## config.mk

```make
export PLATFORM = sky130hd
export DESIGN_NAME = qadc_seq
export DESIGN_NICKNAME = d
export VERILOG_FILES = /design/src/rtl/qadc_seq.sv
export SDC_FILE = /design/constraint.sdc
export NUM_CORES = 1
export LEC_CHECK = 0
export ABC_AREA = 1
export BUFFER_PORTS_ARGS = -buffer_cell sky130_fd_sc_hd__buf_2
export CORE_ASPECT_RATIO = 1.2
export CORE_MARGIN = 2
export CORE_UTILIZATION = 57
export CTS_BUF_LIST = sky130_fd_sc_hd__clkbuf_16
export DETAILED_ROUTE_END_ITERATION = 10
export PLACE_DENSITY = 0.73
export SYNTH_ARGS = -nofsm -noshare
export SYNTH_HDL_FRONTEND = slang
export SYNTH_SLANG_ARGS = --single-unit
```

## constraint.sdc

```tcl
create_clock -name clk -period 3.9 [get_ports clk]
set_input_delay 0.39 -clock clk [delete_from_list [all_inputs] [get_ports clk]]
set_output_delay 0.39 -clock clk [all_outputs]
set_load 0.005 [all_outputs]
```

## src/rtl/qadc_seq.sv

```systemverilog
module qadc_seq #(
  parameter int NSLOT = 64,
  parameter int CHW   = 6,
  parameter int RESW  = 10,
  parameter int DW    = 16,
  parameter int AW    = 9,
  parameter int TMRW  = 16
) (
  input  logic            clk,
  input  logic            rst_n,
  input  logic [AW-1:0]   bus_addr,
  input  logic [DW-1:0]   bus_wdata,
  input  logic            bus_we,
  output logic [DW-1:0]   bus_rdata,
  input  logic            trig1,
  input  logic            trig2,
  output logic            conv_req,
  output logic [CHW-1:0]  conv_ch,
  input  logic            conv_done,
  input  logic [RESW-1:0] conv_data,
  output logic            irq_q1,
  output logic            irq_q2
);
  localparam int SW  = $clog2(NSLOT);
  localparam int PAD = DW - RESW;
  localparam logic [CHW-1:0] EOQ = '1;
  typedef enum logic [1:0] {M_OFF, M_SOFT, M_EDGE, M_GATE} mode_t;

  logic [CHW-1:0]  cmd [NSLOT];
  logic [RESW-1:0] res [NSLOT];
  logic [SW-1:0]   bnd, cur_slot;
  mode_t           mode1, mode2;
  logic            tmr1, tmr2, act1, act2, busy, cur_q, trig1_q, trig2_q;
  logic [TMRW-1:0] per, tcnt;
  logic [3:0]      flg, ien;
  logic [SW:0]     ptr1, ptr2;

  wire ctl_sel = bus_addr[AW-1:SW] == 3'b001;
  wire wr_ctrl = bus_we && ctl_sel && bus_addr[SW-1:0] == 0;
  wire wr_per  = bus_we && ctl_sel && bus_addr[SW-1:0] == 1;
  wire wr_go   = bus_we && ctl_sel && bus_addr[SW-1:0] == 2;
  wire wr_stat = bus_we && ctl_sel && bus_addr[SW-1:0] == 3;
  wire wr_ien  = bus_we && ctl_sel && bus_addr[SW-1:0] == 4;

  wire tick = (per != 0) && (tcnt == per - 1'b1);
  wire start1 = (mode1 == M_SOFT && wr_go && bus_wdata[0]) || (mode1 == M_EDGE && trig1 && !trig1_q) ||
                (mode1 == M_GATE && trig1) || (mode1 != M_OFF && tmr1 && tick);
  wire start2 = (mode2 == M_SOFT && wr_go && bus_wdata[1]) || (mode2 == M_EDGE && trig2 && !trig2_q) ||
                (mode2 == M_GATE && trig2) || (mode2 != M_OFF && tmr2 && tick);

  wire          sel_q    = !act1;
  wire [SW:0]   sel_ptr  = act1 ? ptr1 : ptr2;
  wire [SW:0]   sel_end  = act1 ? {1'b0, bnd} : (SW+1)'(NSLOT);
  wire          sel_halt = act1 ? (mode1 == M_GATE && !trig1) : (mode2 == M_GATE && !trig2);
  wire          sel_eoq  = (sel_ptr == sel_end) || (cmd[sel_ptr[SW-1:0]] == EOQ);

  always_ff @(posedge clk) begin
    if (bus_we && bus_addr[AW-1:SW] == 3'b000) cmd[bus_addr[SW-1:0]] <= bus_wdata[CHW-1:0];
    if (busy && conv_done) res[cur_slot] <= conv_data;
  end

  always_ff @(posedge clk or negedge rst_n) begin
    if (!rst_n) begin
      bnd <= '0; mode1 <= M_OFF; mode2 <= M_OFF; tmr1 <= 1'b0; tmr2 <= 1'b0;
      per <= '0; tcnt <= '0; flg <= '0; ien <= '0; act1 <= 1'b0; act2 <= 1'b0;
      ptr1 <= '0; ptr2 <= '0; busy <= 1'b0; cur_q <= 1'b0; cur_slot <= '0;
      conv_ch <= '0; trig1_q <= 1'b0; trig2_q <= 1'b0;
    end else begin
      trig1_q <= trig1;
      trig2_q <= trig2;
      if (wr_ctrl) begin
        bnd <= bus_wdata[SW-1:0];
        mode1 <= mode_t'(bus_wdata[7:6]);
        mode2 <= mode_t'(bus_wdata[9:8]);
        tmr1 <= bus_wdata[10];
        tmr2 <= bus_wdata[11];
      end
      if (wr_ien) ien <= bus_wdata[3:0];
      if (wr_per) begin per <= bus_wdata[TMRW-1:0]; tcnt <= '0; end
      else if (per == 0 || tick) tcnt <= '0;
      else tcnt <= tcnt + 1'b1;
      if (wr_stat) flg <= flg & ~bus_wdata[3:0];

      if (busy) begin
        if (conv_done) begin
          busy <= 1'b0;
          if (cur_q) ptr2 <= ptr2 + 1'b1;
          else ptr1 <= ptr1 + 1'b1;
        end
      end else if (act1 || act2) begin
        if (sel_halt) begin
          if (sel_q) begin act2 <= 1'b0; flg[3] <= 1'b1; end
          else begin act1 <= 1'b0; flg[1] <= 1'b1; end
        end else if (sel_eoq) begin
          if (sel_q) begin act2 <= 1'b0; flg[2] <= 1'b1; end
          else begin act1 <= 1'b0; flg[0] <= 1'b1; end
        end else begin
          busy <= 1'b1;
          cur_q <= sel_q;
          cur_slot <= sel_ptr[SW-1:0];
          conv_ch <= cmd[sel_ptr[SW-1:0]];
        end
      end

      if (start1 && !act1) begin
        act1 <= 1'b1;
        ptr1 <= '0;
        if (act2) flg[3] <= 1'b1;
      end
      if (start2 && !act2) begin
        act2 <= 1'b1;
        ptr2 <= {1'b0, bnd};
      end
    end
  end

  assign conv_req = busy;
  assign irq_q1 = (flg[0] & ien[0]) | (flg[1] & ien[1]);
  assign irq_q2 = (flg[2] & ien[2]) | (flg[3] & ien[3]);

  wire [RESW-1:0] rres = res[bus_addr[SW-1:0]];
  wire [RESW-1:0] sres = {~rres[RESW-1], rres[RESW-2:0]};

  always_comb begin
    bus_rdata = '0;
    case (bus_addr[AW-1:SW])
      3'b000: bus_rdata = DW'(cmd[bus_addr[SW-1:0]]);
      3'b001: case (bus_addr[SW-1:0])
        0: bus_rdata = DW'({tmr2, tmr1, mode2, mode1, bnd});
        1: bus_rdata = DW'(per);
        3: bus_rdata = DW'({act2, act1, flg});
        4: bus_rdata = DW'(ien);
        default: bus_rdata = '0;
      endcase
      3'b100: bus_rdata = {{PAD{1'b0}}, rres};
      3'b101: bus_rdata = {{PAD{sres[RESW-1]}}, sres};
      3'b110: bus_rdata = {rres, {PAD{1'b0}}};
      3'b111: bus_rdata = {sres, {PAD{1'b0}}};
      default: bus_rdata = '0;
    endcase
  end

  a_r13_req_hold: assert property (@(posedge clk) disable iff (!rst_n)
    conv_req && !conv_done |=> conv_req && $stable(conv_ch));
  a_r6_no_eoq_issue: assert property (@(posedge clk) disable iff (!rst_n)
    $rose(conv_req) |-> conv_ch != EOQ);
  a_r11_owner_active: assert property (@(posedge clk) disable iff (!rst_n)
    conv_req |-> (cur_q ? act2 : act1));
  a_r12_irq_enabled: assert property (@(posedge clk) disable iff (!rst_n)
    $rose(irq_q1) |-> (ien[0] || ien[1]));
  a_r13_done_ends: assert property (@(posedge clk) disable iff (!rst_n)
    conv_req && conv_done |=> !conv_req);
endmodule

```

==> metrics.yaml <==
yosys:
  synth-main-ff-cell: "edfxtp_1"
  yosys.area_share.simple: 0.152
  synthTopCellsByArea: "edfxtp_1, nand2_1, nand3_1"
  synth_compound_area_frac: 0.107
  synthMuxAreaShare: 0.00280
  syn-num-nets: 4534
  syn_inst: 4488
  synth-edff-count: 1024
  yosysUniqueCellTypes: 57
  synth_warnings: 0
  synth_top_family_by_area: "simple AND/OR/NAND/NOR gates"
  syn-cell-area_mm2: 0.0491
  async_reset_ff_frac: 0.0758
  synth_top_area_cell: "edfxtp_1"
  ys_ff_latch: 1108
  synth_adder_area_share: 0.00127
  seq_area_frac_synth: 0.669
  synth.avg_cell_area_um2: 10.9
  synth-xor-area-share: 0.00803
  yosys.area.top_type_share: 0.627
placed_design:
  placed_cell_area_mm2: 0.0515
  dp_cells: 5646
  io_buffer_count: 65
  place.gp.congestion: 0.986
  dp.final_hpwl_um: 99300
critical_path:
  crit_fanout: 101
  cp-start-kind: "input port"
  rr_endpoint: "conv_ch[2]"
  slowest_stage: "buf_12"
  crit_chain: "buf_6 > inv_6 > buf_12 > nor2_4 > buf_4 > buf_4 > nand2_1 > o2111ai_1 > o21ai_0 > nand3_1 > nand2_1 > nand4_1 > nand2_1 > nand3_1 > buf_2"
  critPathLaunch: "bus_addr[0]"
  worst_setup_path_end_kind: "output port"
  cp_data_arrival_time_ns: 3.52
  endpoint: "bus_rdata[2]"
  cp.depth: 15
  timing.rr.start: "ptr1[0]"
  crit_type: "input port to output port"
  slowest_delay_ns: 0.43
  path_common_cell: "nand2_1"
  crit_family: "simple AND/OR/NAND/NOR gates"
  cp.required_ns: 3.51
  worst-path-buf-inv: 6
  rrSetupSlack_ns: 0.28
  reg2reg_depth: 16
timing:
  fmax_mhz: 256
  hold_violations: 0
  drv_slew: 0
  fin_crit_ns: 3.91
  worst_pin_slew_ns: 1.20
  fin_skew_ns: 0.0410
  layout_setup_ws_ns: -0.00676
  fin_crit_sh: 1.00
  rsz0062_at_grt: "no"
  final-setup-viol-count: 1
  relSlewSlack: 0.202
clock_network:
  clk_pin_slew_ns: 0.06
  clockBufferDepth: 3
  numClockSinks: 1108
  numCtsBuffers: 104
  clock_latency_ns: 0.71
  cts_max_level: 3
  cts_setup_buffers: 0
  cts_root_buf: "clkbuf_16"
  cts_tree: "built"
global_route:
  grt-ovfl-total: 0
  grtUsageTotal: 0.345
  antenna_found_initial: 4
  grt_max_degree: 102
  grt_pass1_wl_um: 225000
  first_global_vias: 35422
power:
  peakVddDrop_mv: 0.420
  total_power_mw: 25.9
  power_density_mw_per_mm2: 469
  p_leak_nw: 20.7
worst_hold_path:
  hp-class: "input port to flop"
floorplan:
  die_h_um: 325
  num_rows: 117
  ios: 66
  die-area_mm2: 0.0885
  initial_core_util: 0.577
  coreArea_mm2: 0.0851
  die_w_um: 272
drt:
  via_per_inst: 6.27
  wl_per_cell_um: 26.3
  num_vias: 36742
  drtIter0Drc: 4880
  antenna_left: 0
  post-route-drc-count: 0
  drtPass1Iterations: 8
  drt_wl_total_um: 154000
layout:
  multi_input_area_mm2: 0.0134
  layoutNonFillerInstCount: 5857
  drive_above_1_share: 0.104
  n_fill_cell: 6400
  nets: 4683
  fin_util: 0.650
  final_area_mm2: 0.0553
  area_delta_synth_final_pct: 12.7
  seqCellArea_mm2: 0.0329
run:
  max_cap_violations: 0
outcome:
  status: "finished, violations left"
  violations: "negative setup slack"
## sequential cells by signal, indices dropped and copies added (netlist names), 6 cells and up
register and flops:
ptr2 7, res 640, cur_slot 6, conv_ch 6
bnd 6, per 16, cmd 384, tcnt 16
ptr1 7
## per-stage QoR
step,setup TNS [ns],worst slack [ns],hold slack (ns)
after floorplan,0,1.43,0.0944
after CTS,0,0.149,0.186
final,-0.00676,-0.00676,0.209
after global placement,0,0.174,0.459
after global routing,0,0.00679,0.203
after detailed placement,0,0.148,0.463
## layer usage
metal | track usage | routed length, um | up-vias
met5 | 0 | 25 | -
met4 | 0.215 | 11100 | 4
met3 | 0.0666 | 16600 | 511
met2 | 0.554 | 72600 | 2444
met1 | 0.434 | 53700 | 17639
li1 | - | - | 16144
## how the worst min path moves through the flow
stage               cells after the start         end  slack (ns)    startpoint
floorplan                               0        act1        0.09         rst_n
global placement                        2        act2        0.46          act2
detailed placement                      2        act2        0.46          act2
CTS                                     1  res[54][3]        0.19  conv_data[3]
global route                            1  res[57][1]        0.20  conv_data[1]
finish                                  1  res[62][1]        0.21  conv_data[1]
## synth_stat cells (all sizes together) (7+ instances only)
cell type  count
edfxtp      1024
nand2        927
inv          452
nand3        446
o21ai        383
nor2         324
a21oi        122
clkbuf       121
buf          120
a22oi        101
dfrtp         84
o22ai         55
o221ai        46
o211ai        37
xor2          37
nand4         34
a221oi        26
nor3          25
a22o          20
o2111ai       16
o41ai         13
xnor2          8
mux2i          7
## cells in the final DEF, fill, tap and decap left out, types with 26 or more instances in the layout
| cell type | netlist | routed |
|---|---|---|
| inv_1 | 442 | 460 |
| a22oi_1 | 101 | 101 |
| nand4_1 | 33 | 33 |
| a21oi_1 | 120 | 120 |
| clkbuf_16 | 0 | 109 |
| buf_2 | 52 | 63 |
| edfxtp_1 | 1024 | 1024 |
| nand2_1 | 920 | 917 |
| o221ai_1 | 46 | 46 |
| nand3_1 | 446 | 446 |
| o21ai_0 | 359 | 357 |
| o211ai_1 | 37 | 37 |
| a221oi_1 | 26 | 26 |
| xor2_1 | 37 | 37 |
| dfrtp_1 | 84 | 84 |
| nor2_1 | 318 | 312 |
| o22ai_1 | 55 | 55 |
| buf_4 | 28 | 183 |
## worst reg2reg max path: stages (launching register included)
cell,delay (ns)
dfrtp_1,0.45
inv_1,0.16
nand2_1,0.15
nand2_4,0.35
buf_4,0.41
nand2_1,0.11
nand3_1,0.10
nand3_1,0.10
nand3_1,0.15
nand3_1,0.08
nand3_1,0.21
nand2_1,0.26
nand2_1,0.14
inv_1,0.06
nand2_2,0.15
nand4_4,0.41
o21ai_2,0.29
## what timing repair did
item	in CTS	in global routing
endpoints found under the setup margin	0	8
hold buffers	14	0
endpoints found under the hold margin	69	0
gates resized for setup	0	3
## where the power goes
part | internal (mW) | switching [mW]
Clock | 6.20 | 4.53
Combinational | 0.579 | 1.46
Sequential | 13.1 | 0.0844
## area by class of cell
class	count	share of cell area
multi-input combinational	2686	0.242
tap	1130	0.0256
antenna	1	0.0000453
timing repair buffer	283	0.0413
clock inverter	86	0.0163
inverter	454	0.0310
sequential	1108	0.594
clock buffer	109	0.0493
## cells by family (layout without fill, tap and decap cells)
family          after synthesis  in the layout
mux                          13             13
flops                      1108           1108
other cells                   0              1
simple gates               1776           1777
buf+inv                     695            932
fa+ha+maj                     5              5
xor+xnor                     45             45
compound gates              846            846
(Power assumes the default switching activity.)
